$ cat src/rtl/pwm3_pkg.sv
package pwm3_pkg;

    typedef enum logic {
        CAR_UP = 1'b0,
        CAR_DN = 1'b1
    } car_dir_e;

    localparam int NUM_LEGS = 3;

endpackage

$ cat src/rtl/pwm3_tri_carrier.sv
module pwm3_tri_carrier
    import pwm3_pkg::*;
#(
    parameter int DW       = 16,
    parameter int EXEC_OFS = 8
) (
    input  logic          clk,
    input  logic          rst_n,
    input  logic [DW-1:0] peak_i,
    output logic [DW-1:0] cnt_o,
    output logic [DW-1:0] pk_o,
    output logic          at_peak_o,
    output logic          samp_o,
    output logic          exec_o,
    output logic          upd_o
);

    localparam logic [DW-1:0] PK_MIN_V = DW'(EXEC_OFS + 2);
    localparam logic [DW-1:0] EXEC_V   = DW'(EXEC_OFS);

    typedef struct packed {
        logic [DW-1:0] cnt;
        logic [DW-1:0] pk;
        car_dir_e      dir;
        logic          samp;
        logic          exec;
        logic          upd;
    } car_t;

    car_t r_q, r_d;
    logic valley_w, top_w;

    always_comb begin
        r_d      = r_q;
        valley_w = (r_q.cnt == '0);
        top_w    = (r_q.cnt == r_q.pk);

        if (valley_w) begin
            r_d.pk = (peak_i < PK_MIN_V) ? PK_MIN_V : peak_i;
        end

        if (r_q.dir == CAR_UP) begin
            if (r_q.cnt >= r_q.pk) begin
                r_d.dir = CAR_DN;
                r_d.cnt = r_q.cnt - 1'b1;
            end else begin
                r_d.cnt = r_q.cnt + 1'b1;
            end
        end else begin
            if (valley_w) begin
                r_d.dir = CAR_UP;
                r_d.cnt = DW'(1);
            end else begin
                r_d.cnt = r_q.cnt - 1'b1;
            end
        end

        r_d.samp = valley_w;
        r_d.upd  = top_w;
        r_d.exec = (r_q.dir == CAR_UP) && (r_q.cnt == EXEC_V);
    end

    always_ff @(posedge clk or negedge rst_n) begin
        if (!rst_n) begin
            r_q.cnt  <= '0;
            r_q.pk   <= PK_MIN_V;
            r_q.dir  <= CAR_UP;
            r_q.samp <= 1'b0;
            r_q.exec <= 1'b0;
            r_q.upd  <= 1'b0;
        end else begin
            r_q <= r_d;
        end
    end

    assign cnt_o     = r_q.cnt;
    assign pk_o      = r_q.pk;
    assign at_peak_o = top_w;
    assign samp_o    = r_q.samp;
    assign exec_o    = r_q.exec;
    assign upd_o     = r_q.upd;

    AST_CNT_IN_RANGE: assert property (@(posedge clk) disable iff (!rst_n)
        r_q.cnt <= r_q.pk);
    AST_TURN_AT_TOP: assert property (@(posedge clk) disable iff (!rst_n)
        (r_q.dir == CAR_UP && r_q.cnt == r_q.pk) |=> (r_q.dir == CAR_DN));
    AST_PK_HELD: assert property (@(posedge clk) disable iff (!rst_n)
        (r_q.cnt != '0) |=> $stable(r_q.pk));
    AST_STROBE_EXCL: assert property (@(posedge clk) disable iff (!rst_n)
        $onehot0({r_q.samp, r_q.exec, r_q.upd}));
    AST_SAMP_SINGLE: assert property (@(posedge clk) disable iff (!rst_n)
        r_q.samp |=> !r_q.samp);

endmodule

$ cat src/rtl/pwm3_cmp_scaler.sv
module pwm3_cmp_scaler #(
    parameter int DW = 16,
    parameter int RW = 16
) (
    input  logic signed [DW-1:0] cmd_i,
    input  logic        [DW-1:0] vdc_i,
    input  logic        [RW-1:0] recip_i,
    input  logic        [DW-1:0] pk_i,
    output logic        [DW-1:0] cmp_o
);

    localparam int PW = DW + RW + 2;
    localparam int SW = RW + 1 + DW;
    localparam logic signed [PW-1:0] HALF_V  = PW'(2 ** (RW - 1));
    localparam logic signed [PW-1:0] ONE_V   = PW'(2 ** RW);
    localparam logic        [RW:0]   ONE_U   = (RW + 1)'(2 ** RW);

    logic signed [DW:0]   cmd_x;
    logic signed [DW:0]   lim_s;
    logic signed [DW:0]   sat_s;
    logic signed [PW-1:0] prod_s;
    logic signed [PW-1:0] bias_s;
    logic        [RW:0]   u_w;
    logic        [SW-1:0] scaled_w;
    logic        [SW-1:0] quot_w;

    always_comb begin
        cmd_x = (DW + 1)'(cmd_i);
        lim_s = $signed({1'b0, (vdc_i >> 1)});

        if (cmd_x > lim_s) begin
            sat_s = lim_s;
        end else if (cmd_x < -lim_s) begin
            sat_s = -lim_s;
        end else begin
            sat_s = cmd_x;
        end

        prod_s = PW'(sat_s) * PW'($signed({1'b0, recip_i}));
        bias_s = prod_s + HALF_V;

        if (bias_s < 0) begin
            u_w = '0;
        end else if (bias_s > ONE_V) begin
            u_w = ONE_U;
        end else begin
            u_w = (RW + 1)'(bias_s);
        end

        scaled_w = SW'(u_w) * SW'(pk_i);
        quot_w   = scaled_w >> RW;

        if (quot_w > SW'(pk_i)) begin
            cmp_o = pk_i;
        end else begin
            cmp_o = DW'(quot_w);
        end
    end

endmodule

$ cat src/rtl/pwm3_deadband.sv
module pwm3_deadband #(
    parameter int DT_W = 8
) (
    input  logic            clk,
    input  logic            rst_n,
    input  logic            raw_i,
    input  logic [DT_W-1:0] dt_i,
    output logic            hs_o,
    output logic            ls_o
);

    typedef struct packed {
        logic            raw;
        logic [DT_W-1:0] dly;
        logic            hs;
        logic            ls;
    } db_t;

    db_t r_q, r_d;

    always_comb begin
        r_d = r_q;
        if (raw_i != r_q.raw) begin
            r_d.raw = raw_i;
            if (dt_i == '0) begin
                r_d.dly = '0;
                r_d.hs  = raw_i;
                r_d.ls  = !raw_i;
            end else begin
                r_d.dly = dt_i - 1'b1;
                r_d.hs  = 1'b0;
                r_d.ls  = 1'b0;
            end
        end else if (r_q.dly != '0) begin
            r_d.dly = r_q.dly - 1'b1;
            r_d.hs  = 1'b0;
            r_d.ls  = 1'b0;
        end else begin
            r_d.hs = r_q.raw;
            r_d.ls = !r_q.raw;
        end
    end

    always_ff @(posedge clk or negedge rst_n) begin
        if (!rst_n) begin
            r_q <= '0;
        end else begin
            r_q <= r_d;
        end
    end

    assign hs_o = r_q.hs;
    assign ls_o = r_q.ls;

    AST_NO_SHOOT_THROUGH: assert property (@(posedge clk) disable iff (!rst_n)
        !(r_q.hs && r_q.ls));
    AST_GAP_AFTER_FALL: assert property (@(posedge clk) disable iff (!rst_n)
        ($fell(r_q.hs) && dt_i != '0) |-> !r_q.ls);
    AST_GAP_AFTER_LS_FALL: assert property (@(posedge clk) disable iff (!rst_n)
        ($fell(r_q.ls) && dt_i != '0) |-> !r_q.hs);

endmodule

$ cat src/rtl/pwm3_modulator.sv
module pwm3_modulator
    import pwm3_pkg::*;
#(
    parameter int DW       = 16,
    parameter int RW       = 16,
    parameter int DT_W     = 8,
    parameter int EXEC_OFS = 8
) (
    input  logic                     clk,
    input  logic                     rst_n,
    input  logic signed [DW-1:0]     v_cmd_a,
    input  logic signed [DW-1:0]     v_cmd_b,
    input  logic signed [DW-1:0]     v_cmd_c,
    input  logic        [DW-1:0]     vdc,
    input  logic        [RW-1:0]     vdc_recip,
    input  logic        [DW-1:0]     carrier_peak,
    input  logic        [DT_W-1:0]   dead_cycles,
    output logic        [NUM_LEGS-1:0] gate_hi,
    output logic        [NUM_LEGS-1:0] gate_lo,
    output logic                     samp_stb,
    output logic                     exec_stb,
    output logic                     upd_stb
);

    localparam int NL = NUM_LEGS;

    typedef struct packed {
        logic [NL-1:0][DW-1:0] cmp;
    } shd_t;

    shd_t r_q, r_d;

    logic [DW-1:0] cnt_w;
    logic [DW-1:0] pk_w;
    logic          load_w;
    logic [NL-1:0] raw_w;
    logic signed [DW-1:0] cmd_w [NL];
    logic [DW-1:0] cmp_nx [NL];

    assign cmd_w[0] = v_cmd_a;
    assign cmd_w[1] = v_cmd_b;
    assign cmd_w[2] = v_cmd_c;

    pwm3_tri_carrier #(
        .DW       (DW),
        .EXEC_OFS (EXEC_OFS)
    ) u_car (
        .clk       (clk),
        .rst_n     (rst_n),
        .peak_i    (carrier_peak),
        .cnt_o     (cnt_w),
        .pk_o      (pk_w),
        .at_peak_o (load_w),
        .samp_o    (samp_stb),
        .exec_o    (exec_stb),
        .upd_o     (upd_stb)
    );

    always_comb begin
        r_d = r_q;
        if (load_w) begin
            for (int k = 0; k < NL; k++) begin
                r_d.cmp[k] = cmp_nx[k];
            end
        end
    end

    always_ff @(posedge clk or negedge rst_n) begin
        if (!rst_n) begin
            r_q <= '0;
        end else begin
            r_q <= r_d;
        end
    end

    for (genvar g = 0; g < NL; g++) begin : g_leg
        pwm3_cmp_scaler #(
            .DW (DW),
            .RW (RW)
        ) u_scl (
            .cmd_i   (cmd_w[g]),
            .vdc_i   (vdc),
            .recip_i (vdc_recip),
            .pk_i    (pk_w),
            .cmp_o   (cmp_nx[g])
        );

        assign raw_w[g] = (r_q.cmp[g] > cnt_w);

        pwm3_deadband #(
            .DT_W (DT_W)
        ) u_db (
            .clk   (clk),
            .rst_n (rst_n),
            .raw_i (raw_w[g]),
            .dt_i  (dead_cycles),
            .hs_o  (gate_hi[g]),
            .ls_o  (gate_lo[g])
        );

        AST_CMP_BOUND: assert property (@(posedge clk) disable iff (!rst_n)
            cmp_nx[g] <= pk_w);
        AST_CMP_HOLD: assert property (@(posedge clk) disable iff (!rst_n)
            !$past(load_w) |-> $stable(r_q.cmp[g]));
    end

endmodule

$ cat config.mk
export PLATFORM = sky130hd
export DESIGN_NAME = pwm3_modulator
export DESIGN_NICKNAME = d
export VERILOG_FILES = /design/src/rtl/pwm3_pkg.sv /design/src/rtl/pwm3_tri_carrier.sv /design/src/rtl/pwm3_cmp_scaler.sv /design/src/rtl/pwm3_deadband.sv /design/src/rtl/pwm3_modulator.sv
export SDC_FILE = /design/constraint.sdc
export NUM_CORES = 2
export LEC_CHECK = 0
export BUFFER_PORTS_ARGS = -buffer_cell sky130_fd_sc_hd__buf_2
export CORE_AREA = 2 2 323 357
export DETAILED_ROUTE_END_ITERATION = 16
export DIE_AREA = 0 0 325 359
export GPL_ROUTABILITY_DRIVEN = 0
export PLACE_DENSITY_LB_ADDON = 0.3
export SLEW_MARGIN = 0
export SYNTH_ARGS = -nofsm -noshare
export SYNTH_HDL_FRONTEND = slang
export SYNTH_SLANG_ARGS = --single-unit
$ cat constraint.sdc
create_clock -name clk -period 13.7 [get_ports clk]
set_input_delay 0.685 -clock clk [delete_from_list [all_inputs] [get_ports clk]]
set_output_delay 0.685 -clock clk [all_outputs]
set_load 0.05 [all_outputs]
; ---- Yosys cells after proc, flatten, opt, wreduce, memory -nomap -nowiden
; Index checks and enable logic that the tools add are counted.
[word_totals]
register_bits = 117
out_inout_bits = 9
wordCells = 112
[classes]
add_sub_neg = 10
n_mul = 6
magnitude_cmp = 20
eq_ne = 5
n_mux = 34
n_bitwise = 1
n_reduce_logical = 15
[ops]
columns = cell, n
row1 = $mux W17, 12
row2 = $mux W16, 7
row3 = $add A34 B17 Y34 const B, 3
row4 = $gt A34 B18 Y1 const B, 3
row5 = $lt A34 B1 Y1 const B, 3
row6 = $mul A17 B17 Y34, 3
row7 = $mul A17 B16 Y33, 3
row8 = $gt A16 B16 Y1, 6
row9 = $mux W10, 6
row10 = $gt A17 B16 Y1, 3
row11 = $lt A16 B17 Y1, 3
row12 = $sub A8 B1 Y8 const B, 4
row13 = $mux W8, 3
row14 = $reduce_bool A8 Y1, 3
row15 = $neg A15 Y17, 1
row16 = $add A16 B1 Y16 const B, 1
row17 = $eq A16 B16 Y1, 1
row18 = $eq A16 B4 Y1 const B, 1
row19 = $ge A16 B16 Y1, 1
row20 = $logic_not A16 Y1, 1
row21 = $lt A16 B4 Y1 const B, 1
row22 = $sub A16 B1 Y16 const B, 1
row23 = $logic_not A8 Y1, 1
row24 = $logic_not A1 Y1, 6
row25 = 6 further kinds, 14

; ---- Longest topological paths before layout
[logic_depth]
depth_word = 12
ltp_mapped = 87

; ---- By module
; A second synthesis with hierarchy kept.
[hier_totals]
cells_unflattened = 8860
area_unflattened_um2 = 75326.0
[modules_own_cells]
columns = mod, instances, cells_per_inst, area_each_um2, seq_area_each_um2
row1 = pwm3_cmp_scaler at g_leg[0].u_scl, 1, 2735, 22745.6, 0.0
row2 = pwm3_cmp_scaler at g_leg[1].u_scl, 1, 2687, 22442.8, 0.0
row3 = pwm3_cmp_scaler at g_leg[2].u_scl, 1, 2644, 22225.1, 0.0
row4 = pwm3_modulator, 1, 245, 2861.5, 1201.2
row5 = pwm3_tri_carrier, 1, 312, 2772.7, 903.4
row6 = pwm3_deadband, 3, 79, 759.5, 275.3

; ---- Least setup slack after synthesis
; OpenSTA, ideal clock, no wires.
[synth_timing]
path_kind = input-to-reg
start = input port vdc[1]
end = register r_q[25] (netlist name)
setup_ps = 137
t_arrival_ps = 18616
setup_slack_ps = -5053
stages = 81
path_buffers = 5
path_cell_list = inv_1 -> ha_1 -> nor2b_1 -> nand4_1 -> nor4_1 -> xnor2_1 -> inv_1 -> ha_1 -> and4_1 -> a22oi_1 -> and3_1 -> nand3b_1 -> a32oi_1 -> nor4_4 -> clkbuf_1 -> mux2i_1 -> a21oi_1 -> clkbuf_1 -> [... 45 more ...] -> xor2_1 -> inv_1 -> ha_1 -> a21o_1 -> a21o_1 -> a211oi_1 -> o21a_1 -> o21ai_0 -> a21o_1 -> a21o_1 -> a21oi_1 -> o2111ai_1 -> a21oi_1 -> o21a_1 -> nor2_4 -> buf_6 -> mux2i_1 -> a21oi_1
[synth_between]
elab_chain_cells = 12
elab_cells_between_ends = 14
cone_classes = add/sub (2) / mul (2) / order compare (5) / mux (5)
[synth_rtl]
columns = item, line
row1 = start: declaration, pwm3_modulator.sv:14  ; input logic [DW-1:0] vdc,
row2 = $neg A15 Y17, "pwm3_cmp_scaler.sv:33, pwm3_cmp_scaler.sv:34"
row3 = $lt A16 B17 Y1, pwm3_cmp_scaler.sv:33  ; end else if (cmd_x < -lim_s) begin
row4 = $mux W17, pwm3_cmp_scaler.sv:33
row5 = $mux W17 *, pwm3_cmp_scaler.sv:31  ; if (cmd_x > lim_s) begin
row6 = $mul A17 B17 Y34 *, pwm3_cmp_scaler.sv:39  ; prod_s = PW'(sat_s) * PW'($signed({1'b0, recip_i}));
row7 = $add A34 B17 Y34 *, pwm3_cmp_scaler.sv:40  ; bias_s = prod_s + HALF_V;
row8 = $gt A34 B18 Y1, pwm3_cmp_scaler.sv:44  ; end else if (bias_s > ONE_V) begin
row9 = $mux W17, pwm3_cmp_scaler.sv:44
row10 = $mux W17 *, pwm3_cmp_scaler.sv:42  ; if (bias_s < 0) begin
row11 = $mul A17 B16 Y33 *, pwm3_cmp_scaler.sv:50  ; scaled_w = SW'(u_w) * SW'(pk_i);
row12 = $gt A17 B16 Y1, pwm3_cmp_scaler.sv:53  ; if (quot_w > SW'(pk_i)) begin
row13 = $mux W16 *, pwm3_cmp_scaler.sv:53
row14 = end signal: assignment, pwm3_modulator.sv:72  ; r_q <= r_d;
row15 = end: declaration, pwm3_modulator.sv:31  ; shd_t r_q, r_d;
; Every way passes the cells marked *; elsewhere a longest branch is shown, timed or not.
; A chain may end at the register's enable or synchronous reset.

; ---- Final worst setup path
[layout_timing]
start = input port vdc[10]
end = register r_q[38] (netlist name)
; Same word-level chain as after synthesis.

==> run_results.csv <==
group,metric,value,unit
yosys,yosys.area.top_type,"fa_1",
outcome,violations,"negative setup slack",
worst_setup_path,critPathRequiredTime,13.98,ns
sta,period_needed,18.65,ns
sta,finalSetupTns,-230.74,ns
die,core.rowCount,130,
die,fp.dieArea,0.117,sq mm
worst_setup_path,startpoint,"vdc[10]",
layout,fin_nets,12200,
grt,grt_overflow_total,0,
worst_setup_path,reg2regPathDepth,35,
clocking,path_clk_slew,0.06,ns
yosys,synth_edf_count,0,
grt,grt_pass1_wl,375,mm
die,die_y,359,um
worst_setup_path,r2r_setup_slack,3.64,ns
worst_setup_path,cp-end-kind,"register",
worst_hold_path,hp-class,"in2async",
clocking,root_buffer,"clkbuf_16",
die,initial_core_util,0.644,
yosys,yosysWarningCount,0,
layout,n_fill_cell,6633,
yosys,synth_common_cells,"inv_1, fa_1, nand2_1",
sta,period_share,1.36,
detailed_routing,dr_total_vias,68400,
yosys,yosysMostFrequentCell,"inv_1",
yosys,ys_top_cells_by_area,"fa_1, ha_1, inv_1",
die,fp.dieW,325,um
clocking,holdBufCountCts,0,
outcome,status,"finished, violations left",
worst_setup_path,r2r-end,"r_q[38]",
placement,hpwl,185,mm
worst_setup_path,path_max_fanout,9,
yosys,ys_ff_latch,117,
yosys,synth_flop_cell,"dfrtp_1",
yosys,ys_async_sr_fraction,1.00,
sta,setup_viol,48,
worst_setup_path,slowest_stage,"fa_1",
detailed_routing,detail-route-antenna-nets,0,
worst_setup_path,crit_top_cell,"fa_1",
die,io_pins,115,
detailed_routing,drt-pass1-iter-count,9,
layout,syn_to_final_growth,23.2,%
yosys,syn-num-nets,10900,
run,cap_violations,0,
detailed_routing,drc,0,
sta,slew_violations,0,
clocking,tritoncts,"built",
sta,whs,0.312,ns
die,core,0.113,sq mm
placement,pre_cts_ws,-5.76,ns
sta,finClkSkew,0.0164,ns
layout,regArea,0.00295,sq mm
sta,relSlewSlack,0.249,
placement,portBuffers,113,
clocking,clk-insertion-delay-late,0.44,ns
worst_setup_path,crit_arrival,18.93,ns
yosys,ys_seq_area_frac,0.0402,
layout,multi_input_area,0.0640,sq mm
clocking,cts_buffers,17,
layout,final_cell_area,0.0899,sq mm
worst_setup_path,worst-setup-path-type,"in2reg",
yosys,netlist-cell-type-count,96,
sta,fmax,53.6,MHz
worst_setup_path,r2r_start,"u_car.pk_o[7]",
worst_setup_path,start_kind,"input port",
sta,max_slew.worst_pin.slew,1.12,ns
clocking,cts_sinks,117,
grt,grt_usage,0.405,
clocking,htreeDepth,4,
sta,hold_viol,0,
sta,finalWorstSetupSlack,-4.95,ns
yosys,syn_avg_cell_area,8.52,sq um
yosys,yosys.area.top_type_share,0.400,
layout,final_layout_size_suffix_gt1_frac,0.223,
grt,grt_pass1_vias,73700,
grt,grt_max_degree,65,
sta,rsz0062_at_grt,"yes",
worst_setup_path,critPathCapture,"r_q[38]",
yosys,netlist_area,0.0730,sq mm
clocking,clk_path_buf_depth,2,
detailed_routing,first_iter_violations,6513,
worst_setup_path,critical-path-max-stage-delay,0.61,ns
detailed_routing,drt_wl_total,245,mm
placement,placedInstanceArea,0.0849,sq mm
yosys,synthCells,8566,
detailed_routing,wl_per_cell,21.6,um
grt,antenna_found_initial,27,
detailed_routing,routed_via_density,6.03,
## what timing repair did
action	4_1_cts	5_1_grt
cloned	13	0
buffers inserted	110	71
setup endpoints to repair	48	48
hold endpoints to repair	0	0
pin swaps	179	200
gates resized for setup	356	258
## critical path: cells and delay by family
kind	cells	cell delay, ns
adders and majority gates	16	7.00
AOI/OAI and AO/OA	22	3.67
muxes	2	0.34
buffers and inverters	20	2.55
xor gates and xnor gates	1	0.17
and+or+nand+nor	21	4.50
## cell families (layout without fill, tap and decap cells)
family,Yosys count,in the layout,synth area share
mux,79,79,0.0110
fa+ha+maj,2275,2275,0.540
other cells,0,18,0
flops,117,117,0.0402
simple gates,2596,2597,0.182
buf+inv,2392,3634,0.124
compound gates,950,952,0.0835
xor+xnor,157,157,0.0190
## cells in the final DEF (no fill, tap or decap), drive strengths merged, types with 69 or more instances in the layout
cell    netlist  layout
inv        2001    1999
buf          28    1593
fa         1458    1458
nand2       949     949
ha          816     816
and2        485     485
nor2b       316     316
a21oi       274     274
nor2        232     233
o21ai       222     223
and3        183     183
dfrtp       115     115
nand2b      109     109
xnor2       101     101
a21o         90      90
nand3        75      75
nand4        72      72
mux2i        69      69
## final cells by class
| type | count | area share |
|---|---|---|
| Antenna cell | 18 | 0.000501 |
| Tap cell | 1518 | 0.0211 |
| Inverter | 2005 | 0.0838 |
| Timing Repair Buffer | 1597 | 0.143 |
| Sequential cell | 117 | 0.0328 |
| Clock buffer | 22 | 0.00505 |
| Multi-Input combinational cell | 6060 | 0.712 |
| Clock inverter | 10 | 0.00120 |
## how the worst min path moves through the flow
stage | cells past startpoint | startpoint | to | slack, ns
floorplan | 0 | rst_n | g_leg[0].u_db.hs_o | 0.39
global placement | 2 | r_q[16] | r_q[16] | 0.48
detailed placement | 2 | r_q[37] | r_q[37] | 0.48
CTS | 1 | rst_n | g_leg[0].u_db.hs_o | 0.34
global route | 1 | rst_n | g_leg[2].u_db.r_q[2] | 0.38
finish | 1 | rst_n | g_leg[2].u_db.r_q[3] | 0.31
## state kept, by name (all words and copies together) (netlist names)
| register | cells |
|---|---|
| u_car.exec_o | 1 |
| u_car.upd_o | 1 |
| g_leg.u_db.r_q | 27 |
| u_car.samp_o | 1 |
| u_car.pk_o | 16 |
| r_q | 48 |
| g_leg.u_db.ls_o | 3 |
| g_leg.u_db.hs_o | 3 |
| u_car.cnt_o | 16 |
| u_car.r_q | 1 |
## routing by layer
metal	vias up	routed length (um)	global-route usage
li1	28800	-	-
met1	33200	78000	0.438
met2	4553	115000	0.674
met3	1797	27900	0.116
met4	20	23900	0.307
met5	-	129	0.000820
## through the flow
step                      cells  utilization
after CTS                 11300        0.778
after global routing      11300        0.793
after global placement    11100        0.749
after detailed placement  11100        0.749
final                     11300        0.793
after floorplan            8566            -
Power is not shown: default switching activity piles up to over one toggle a cycle in this logic, so the estimate is an artifact.
